`src/rtl/mbwin_pkg.sv`:
```
package mbwin_pkg;

    typedef struct packed {
        logic [31:0]     id;
        logic [3:0]      len;
        logic [7:0][7:0] data;
        logic [15:0]     ts;
    } mb_entry_t;

    localparam logic [5:0] A_TX_CTL = 6'h20;
    localparam logic [5:0] A_TX_PTR = 6'h21;
    localparam logic [5:0] A_RX_CTL = 6'h22;
    localparam logic [5:0] A_RX_PTR = 6'h23;
    localparam logic [5:0] A_IRQ_EN = 6'h24;
    localparam logic [5:0] A_IRQ_ST = 6'h25;
    localparam logic [7:0] ADV_KEY  = 8'hFF;

    // Byte view of one entry as seen through a window.
    function automatic logic [7:0] entry_get(mb_entry_t e, logic [3:0] off);
        logic [7:0] b;
        b = '0;
        case (off)
            4'd0:  b = e.id[7:0];
            4'd1:  b = e.id[15:8];
            4'd2:  b = e.id[23:16];
            4'd3:  b = e.id[31:24];
            4'd4:  b = {4'b0000, e.len};
            4'd13: b = e.ts[15:8];
            4'd14: b = e.ts[7:0];
            default: if (off >= 4'd5 && off <= 4'd12) b = e.data[3'(off - 4'd5)];
        endcase
        return b;
    endfunction

    function automatic mb_entry_t entry_put(mb_entry_t e, logic [3:0] off, logic [7:0] v);
        mb_entry_t r;
        r = e;
        case (off)
            4'd0:  r.id[7:0]   = v;
            4'd1:  r.id[15:8]  = v;
            4'd2:  r.id[23:16] = v;
            4'd3:  r.id[31:24] = v;
            4'd4:  r.len       = v[3:0];
            4'd13: r.ts[15:8]  = v;
            4'd14: r.ts[7:0]   = v;
            default: if (off >= 4'd5 && off <= 4'd12) r.data[3'(off - 4'd5)] = v;
        endcase
        return r;
    endfunction

endpackage

```
`src/rtl/mbwin_ptrs.sv`:
```
module mbwin_ptrs #(
    parameter int unsigned DEPTH = 4,
    localparam int unsigned PTR_W = (DEPTH > 1) ? $clog2(DEPTH) : 1,
    localparam int unsigned CNT_W = $clog2(DEPTH + 1)
) (
    input  logic             clk,
    input  logic             rst_n,
    input  logic             push,
    input  logic             pop,
    output logic [PTR_W-1:0] wr_ptr,
    output logic [PTR_W-1:0] rd_ptr,
    output logic [CNT_W-1:0] count
);
    typedef struct packed {
        logic [PTR_W-1:0] wr;
        logic [PTR_W-1:0] rd;
        logic [CNT_W-1:0] cnt;
    } ptr_st_t;

    ptr_st_t s_d, s_q;

    function automatic logic [PTR_W-1:0] step(logic [PTR_W-1:0] p);
        return (p == PTR_W'(DEPTH - 1)) ? '0 : p + 1'b1;
    endfunction

    always_comb begin
        s_d = s_q;
        if (push) s_d.wr = step(s_q.wr);
        if (pop)  s_d.rd = step(s_q.rd);
        s_d.cnt = s_q.cnt + CNT_W'(push) - CNT_W'(pop);
    end

    always_ff @(posedge clk or negedge rst_n) begin
        if (!rst_n) s_q <= '0;
        else        s_q <= s_d;
    end

    assign wr_ptr = s_q.wr;
    assign rd_ptr = s_q.rd;
    assign count  = s_q.cnt;
endmodule

```
`src/rtl/mbwin_ring.sv`:
```
module mbwin_ring
    import mbwin_pkg::*;
#(
    parameter int unsigned DEPTH = 4,
    localparam int unsigned PTR_W = (DEPTH > 1) ? $clog2(DEPTH) : 1
) (
    input  logic                  clk,
    input  logic                  rst_n,
    input  logic                  bw_en,
    input  logic [PTR_W-1:0]      bw_slot,
    input  logic [3:0]            bw_off,
    input  logic [7:0]            bw_val,
    input  logic                  ew_en,
    input  logic [PTR_W-1:0]      ew_slot,
    input  mb_entry_t             ew_val,
    output mb_entry_t [DEPTH-1:0] slots
);
    mb_entry_t [DEPTH-1:0] mem_d, mem_q;

    always_comb begin
        mem_d = mem_q;
        for (int i = 0; i < DEPTH; i++) begin
            if (bw_en && bw_slot == PTR_W'(i)) mem_d[i] = entry_put(mem_q[i], bw_off, bw_val);
            if (ew_en && ew_slot == PTR_W'(i)) mem_d[i] = ew_val;
        end
    end

    always_ff @(posedge clk or negedge rst_n) begin
        if (!rst_n) mem_q <= '0;
        else        mem_q <= mem_d;
    end

    assign slots = mem_q;
endmodule

```
`src/rtl/mbwin_fifo_top.sv`:
```
module mbwin_fifo_top
    import mbwin_pkg::*;
#(
    parameter int unsigned DEPTH = 4
) (
    input  logic        clk,
    input  logic        rst_n,
    input  logic [5:0]  cpu_addr,
    input  logic        cpu_we,
    input  logic [7:0]  cpu_wdata,
    output logic [7:0]  cpu_rdata,
    output logic        tx_valid,
    output logic [31:0] tx_id,
    output logic [3:0]  tx_len,
    output logic [63:0] tx_data,
    input  logic        tx_done,
    input  logic        rx_push,
    input  logic [31:0] rx_id,
    input  logic [3:0]  rx_len,
    input  logic [63:0] rx_data,
    input  logic [15:0] rx_ts,
    output logic        irq_tx,
    output logic        irq_rx,
    output logic        rx_overrun
);
    localparam int unsigned PTR_W = (DEPTH > 1) ? $clog2(DEPTH) : 1;
    localparam int unsigned CNT_W = $clog2(DEPTH + 1);

    typedef struct packed {
        logic tx_en;
        logic rx_en;
        logic tx_ovf;
        logic ie_tx;
        logic ie_rx;
        logic is_tx;
        logic is_rx;
        logic ovr;
    } ctl_st_t;

    ctl_st_t r_d, r_q;

    logic [PTR_W-1:0] tx_wr, tx_rd, rx_wr, rx_rd;
    logic [CNT_W-1:0] tx_cnt, rx_cnt;
    mb_entry_t [DEPTH-1:0] tx_slots, rx_slots;
    mb_entry_t rx_entry, tx_head;

    logic tx_full, tx_empty, rx_full, rx_empty;
    logic txwin_wr, tx_adv, tx_push, tx_pop;
    logic rx_take, rx_drop, rx_adv, st_wr;
    logic [2:0] unsent3;

    assign tx_full  = (tx_cnt == CNT_W'(DEPTH));
    assign tx_empty = (tx_cnt == '0);
    assign rx_full  = (rx_cnt == CNT_W'(DEPTH));
    assign rx_empty = (rx_cnt == '0);

    assign txwin_wr = cpu_we && (cpu_addr[5:4] == 2'b00) && (cpu_addr[3:0] != 4'hF) && !tx_full;
    assign tx_adv   = cpu_we && (cpu_addr == A_TX_PTR) && (cpu_wdata == ADV_KEY) && r_q.tx_en;
    assign tx_push  = tx_adv && !tx_full;
    assign tx_pop   = tx_valid && tx_done;
    assign rx_take  = rx_push && r_q.rx_en && !rx_full;
    assign rx_drop  = rx_push && r_q.rx_en && rx_full;
    assign rx_adv   = cpu_we && (cpu_addr == A_RX_PTR) && (cpu_wdata == ADV_KEY) && !rx_empty;
    assign st_wr    = cpu_we && (cpu_addr == A_IRQ_ST);
    assign unsent3  = 3'(tx_cnt);

    // Remote requests carry no payload into the queue.
    always_comb begin
        rx_entry.id   = rx_id;
        rx_entry.len  = rx_len;
        rx_entry.data = rx_id[30] ? '0 : rx_data;
        rx_entry.ts   = rx_ts;
    end

    mbwin_ptrs #(.DEPTH(DEPTH)) u_tx_ptrs (
        .clk(clk), .rst_n(rst_n), .push(tx_push), .pop(tx_pop),
        .wr_ptr(tx_wr), .rd_ptr(tx_rd), .count(tx_cnt)
    );

    mbwin_ptrs #(.DEPTH(DEPTH)) u_rx_ptrs (
        .clk(clk), .rst_n(rst_n), .push(rx_take), .pop(rx_adv),
        .wr_ptr(rx_wr), .rd_ptr(rx_rd), .count(rx_cnt)
    );

    mbwin_ring #(.DEPTH(DEPTH)) u_tx_ring (
        .clk(clk), .rst_n(rst_n),
        .bw_en(txwin_wr), .bw_slot(tx_wr), .bw_off(cpu_addr[3:0]), .bw_val(cpu_wdata),
        .ew_en(1'b0), .ew_slot('0), .ew_val('0),
        .slots(tx_slots)
    );

    mbwin_ring #(.DEPTH(DEPTH)) u_rx_ring (
        .clk(clk), .rst_n(rst_n),
        .bw_en(1'b0), .bw_slot('0), .bw_off(4'd0), .bw_val(8'd0),
        .ew_en(rx_take), .ew_slot(rx_wr), .ew_val(rx_entry),
        .slots(rx_slots)
    );

    always_comb begin
        r_d = r_q;
        if (cpu_we && cpu_addr == A_TX_CTL) r_d.tx_en = cpu_wdata[0];
        if (cpu_we && cpu_addr == A_RX_CTL) r_d.rx_en = cpu_wdata[0];
        if (cpu_we && cpu_addr == A_IRQ_EN) begin
            r_d.ie_tx = cpu_wdata[3];
            r_d.ie_rx = cpu_wdata[4];
        end
        if (tx_adv && tx_full) r_d.tx_ovf = 1'b1;
        r_d.is_tx = (r_q.is_tx && !(st_wr && !cpu_wdata[3])) || (r_q.ie_tx && tx_pop);
        r_d.is_rx = (r_q.is_rx && !(st_wr && !cpu_wdata[4])) || (r_q.ie_rx && rx_take);
        r_d.ovr   = rx_drop;
    end

    always_ff @(posedge clk or negedge rst_n) begin
        if (!rst_n) r_q <= '0;
        else        r_q <= r_d;
    end

    always_comb begin
        cpu_rdata = '0;
        if (cpu_addr[5:4] == 2'b00)      cpu_rdata = entry_get(tx_slots[tx_wr], cpu_addr[3:0]);
        else if (cpu_addr[5:4] == 2'b01) cpu_rdata = entry_get(rx_slots[rx_rd], cpu_addr[3:0]);
        else begin
            case (cpu_addr)
                A_TX_CTL: cpu_rdata = {r_q.tx_ovf, 3'b000, unsent3, r_q.tx_en};
                A_RX_CTL: cpu_rdata = {rx_empty, 6'b000000, r_q.rx_en};
                A_IRQ_EN: cpu_rdata = {3'b000, r_q.ie_rx, r_q.ie_tx, 3'b000};
                A_IRQ_ST: cpu_rdata = {3'b000, r_q.is_rx, r_q.is_tx, 3'b000};
                default:  cpu_rdata = '0;
            endcase
        end
    end

    assign tx_head    = tx_slots[tx_rd];
    assign tx_valid   = r_q.tx_en && !tx_empty;
    assign tx_id      = tx_head.id;
    assign tx_len     = tx_head.len;
    assign tx_data    = tx_head.id[30] ? '0 : tx_head.data;
    assign irq_tx     = r_q.is_tx;
    assign irq_rx     = r_q.is_rx;
    assign rx_overrun = r_q.ovr;
endmodule

```
`config.mk`:
```
export PLATFORM = sky130hd
export DESIGN_NAME = mbwin_fifo_top
export DESIGN_NICKNAME = d
export VERILOG_FILES = /design/src/rtl/mbwin_pkg.sv /design/src/rtl/mbwin_ptrs.sv /design/src/rtl/mbwin_ring.sv /design/src/rtl/mbwin_fifo_top.sv
export SDC_FILE = /design/constraint.sdc
export NUM_CORES = 2
export LEC_CHECK = 0
export BUFFER_PORTS_ARGS = -buffer_cell sky130_fd_sc_hd__buf_2
export CAP_MARGIN = 20
export CORE_MARGIN = 2
export CORE_UTILIZATION = 60
export CTS_BUF_LIST = sky130_fd_sc_hd__clkbuf_16
export CTS_CLUSTER_SIZE = 10
export DETAILED_ROUTE_END_ITERATION = 16
export PLACE_DENSITY = 0.78
export SLEW_MARGIN = 20
export SYNTH_ARGS = -nofsm -noshare
export SYNTH_HDL_FRONTEND = slang
export SYNTH_HIERARCHICAL = 1
export SYNTH_SLANG_ARGS = --single-unit
```
`constraint.sdc`:
```
create_clock -name clk -period 4.4 [get_ports clk]
set_input_delay 0.44 -clock clk [delete_from_list [all_inputs] [get_ports clk]]
set_output_delay 0.44 -clock clk [all_outputs]
set_load 0.01 [all_outputs]
```
==> out/qor.yml <==
status: "finished, final reports clean"
synth_warnings: 6
seq_area_um2: 23800
max_freq_mhz: 234
path_clk_slew_ns: 0.06
finalHoldViolCount: 0
clock_latency_ns: 0.71
cellPowerDensity_nw_per_um2: 497
critPathKind: "reg2out"
async_flop_share: 1.00
r2r_cells: 5
synth.distinct_cells: 70
die_w_um: 309
fin_cells: 6871
initial_utilization: 0.607
routed_wl_mm: 206
grt.total_usage: 0.431
drc_errors: 0
holdCritPathClass: "in2reg"
place_area_um2: 59700
placedCellCount: 6676
dieArea_um2: 95500
vias: 48400
rsz0062_at_grt: "no"
via_per_inst: 7.05
critPathLaunchType: "flip-flop"
worst_slew_pin_slew_ns: 1.12
final_core_util: 0.686
netlist.area_leader.share: 0.426
drive_gt1_frac: 0.167
slew_viol_final: 0
timing.final.crit_share: 0.969
ios: 247
synthCells: 5045
synth-edff-count: 0
core_area_um2: 91900
first_pass_iters: 6
synthTopCellsByCount: "950 x dfrtp_1, 658 x nand2_1, 513 x a221o_1, 458 x mux2i_1, 430 x o21ai_0"
setup_viol: 0
gp_congestion: 1.02
rows: 111
synth.most_common_cell: "dfrtp_1"
fin_nets: 5750
min_path_cells: 3
numPortBuffers: 246
crit_path_max_fanout: 29
avgSynthCellArea_um2: 11.1
clock-sinks: 950
power_mw: 31.3
slew_headroom: 0.251
vdd_drop_max_mv: 0.401
fillers: 6934
htreeDepth: 3
fin_skew_ns: 0.0202
ys_ff_latch: 950
syn-cell-area_um2: 55800
cp_data_required_time_ns: 3.96
tns_ns: 0
yosysTopAreaCell: "dfrtp_1"
synthTopCellsByArea: "dfrtp_1 43%, mux4_2 13%, a221o_1 9.2%, mux2i_1 8.2%, nand2_1 4.4%"
drt-initial-drc-count: 7487
die_h_um: 309
grt_pass1_wl_mm: 307
final_cell_area_um2: 63100
cap_violations: 0
antenna_left: 0
cp.arrival_ns: 3.82
tritoncts: "yes"
multi_input_area_um2: 32000
post_drt_wl_per_cell_um: 30.0
cts_buffer_depth: 3
numCtsBuffers: 108
leakagePower_nw: 29.0
syn_to_final_growth_pct: 13.0
grt_pass1_vias: 47400
ys_seq_area_frac: 0.426
clock_tree.root_cell: "clkbuf_16"
antenna_found_initial: 12
cp-end-kind: "primary output"
grt_max_degree: 169
hpwlAfterDp_mm: 129
synth-main-ff-cell: "dfrtp_1"
period_needed_ns: 4.26
grt_remaining_overflow: 0
[metrics by stage]
step	hold slack, ns	setup WS (ns)
floorplan	0.144	1.01
global placement	0.469	0.634
detailed placement	0.472	0.654
global route	0.0280	0.124
finish	0.0212	0.135
CTS	0.000439	0.0351
[registers in the layout, indices dropped and copies added, names as in the netlist]
| name | count |
|---|---|
| u_rx_ptrs/wr_ptr | 2 |
| u_tx_ptrs/rd_ptr | 2 |
| r_q | 5 |
| u_tx_ptrs/count | 3 |
| irq_tx | 1 |
| rx_overrun | 1 |
| u_tx_ring/slots | 464 |
| u_rx_ring/slots | 464 |
| u_rx_ptrs/count | 3 |
| irq_rx | 1 |
| u_rx_ptrs/rd_ptr | 2 |
| u_tx_ptrs/wr_ptr | 2 |
[final timing paths]
path                                      from              endpoint  slack [ns]
setup reg to reg           u_tx_ptrs/wr_ptr[1]  u_tx_ring/slots[410]        1.00
setup / recovery           u_tx_ptrs/wr_ptr[1]          cpu_rdata[4]        0.14
hold / removal                       rx_ts[12]  u_rx_ring/slots[128]        0.02
hold reg to reg                         r_q[5]                r_q[5]        0.48
max in group asynchronous                rst_n    u_rx_ring/slots[1]        2.68
min in group asynchronous                rst_n  u_tx_ring/slots[435]        0.39
[kinds of logic after synthesis]
kind of cell | count (synthesis) | synth area share
AOI/OAI and AO/OA | 1133 | 0.159
and+or+nand+nor | 1605 | 0.151
DFF | 950 | 0.426
other | 1 | 0.0000672
adders and majority gates | 24 | 0.00565
buffers and inverters | 523 | 0.0395
xor gates and xnor gates | 10 | 0.00157
muxes | 799 | 0.217
[metal layers]
metal  track usage  vias up  routed length (um)
met5       0.00657        -                 287
met4         0.264       28               15500
met3         0.155      931               30100
met2         0.624     3903               88600
met1         0.554    23800               72000
li1              -    19700                   -
[area by class of cell]
| type | instances | area share |
|---|---|---|
| tap | 1243 | 0.0246 |
| clock inverter | 37 | 0.00335 |
| sequential | 950 | 0.377 |
| inverter | 18 | 0.00107 |
| antenna | 1 | 0.0000397 |
| multi-input combinational | 4112 | 0.506 |
| timing repair buffer | 401 | 0.0442 |
| clock buffer | 109 | 0.0432 |
[critical path: stages (launching register included)]
cell and delay, ns:
dfrtp_4 0.83, buf_12 0.29, mux4_2 0.36, a22oi_1 0.30
nand4_1 0.19, a21oi_1 0.52, nand3_2 0.35, buf_2 0.25
[power breakdown]
| part | switching (mW) | leakage, nW | total, mW | internal (mW) |
|---|---|---|---|---|
| registers | 1.82 | 12.1 | 13.1 | 11.3 |
| logic | 5.31 | 15.3 | 10.2 | 4.86 |
| clock network | 3.62 | 1.53 | 8.05 | 4.43 |
[repair_timing]
action	4_1_cts	5_1_grt
setup buffers	1	15
resized for setup	0	1
hold endpoints to repair	189	0
hold buffers	32	0
endpoints found under the setup margin	3	7
[cell usage in the layout, fill, tap and decap left out, drive strengths merged, types with 5 or more instances in the layout]
master       synthesis  layout
nor3                24      24
nand2b               7       7
a31oi                8       8
o211ai              48      48
nand2              658     658
and3               395     395
xnor2                7       7
dfrtp              950     950
o22ai                6       6
nand4               15      15
clkinv               0      10
nor3b                9       9
buf                173     369
ha                  22      22
o221ai               6       6
mux4               328     328
nand3               26      26
inv                 18      44
mux2i              458     458
or2                  5       5
mux2                13      13
a2111oi              5       5
nor2               197     197
a211oi              17      17
dlygate4sd3          0      32
conb                 1     541
a221oi               9       9
o21ai              430     430
nor4                31      31
clkbuf             332     109
a21oi               21      21
a221o              513     513
or3                  6       6
a22oi               35      35
a22o                 9       9
and2                82      82
nor2b              139     139
(Power assumes the default switching activity.)
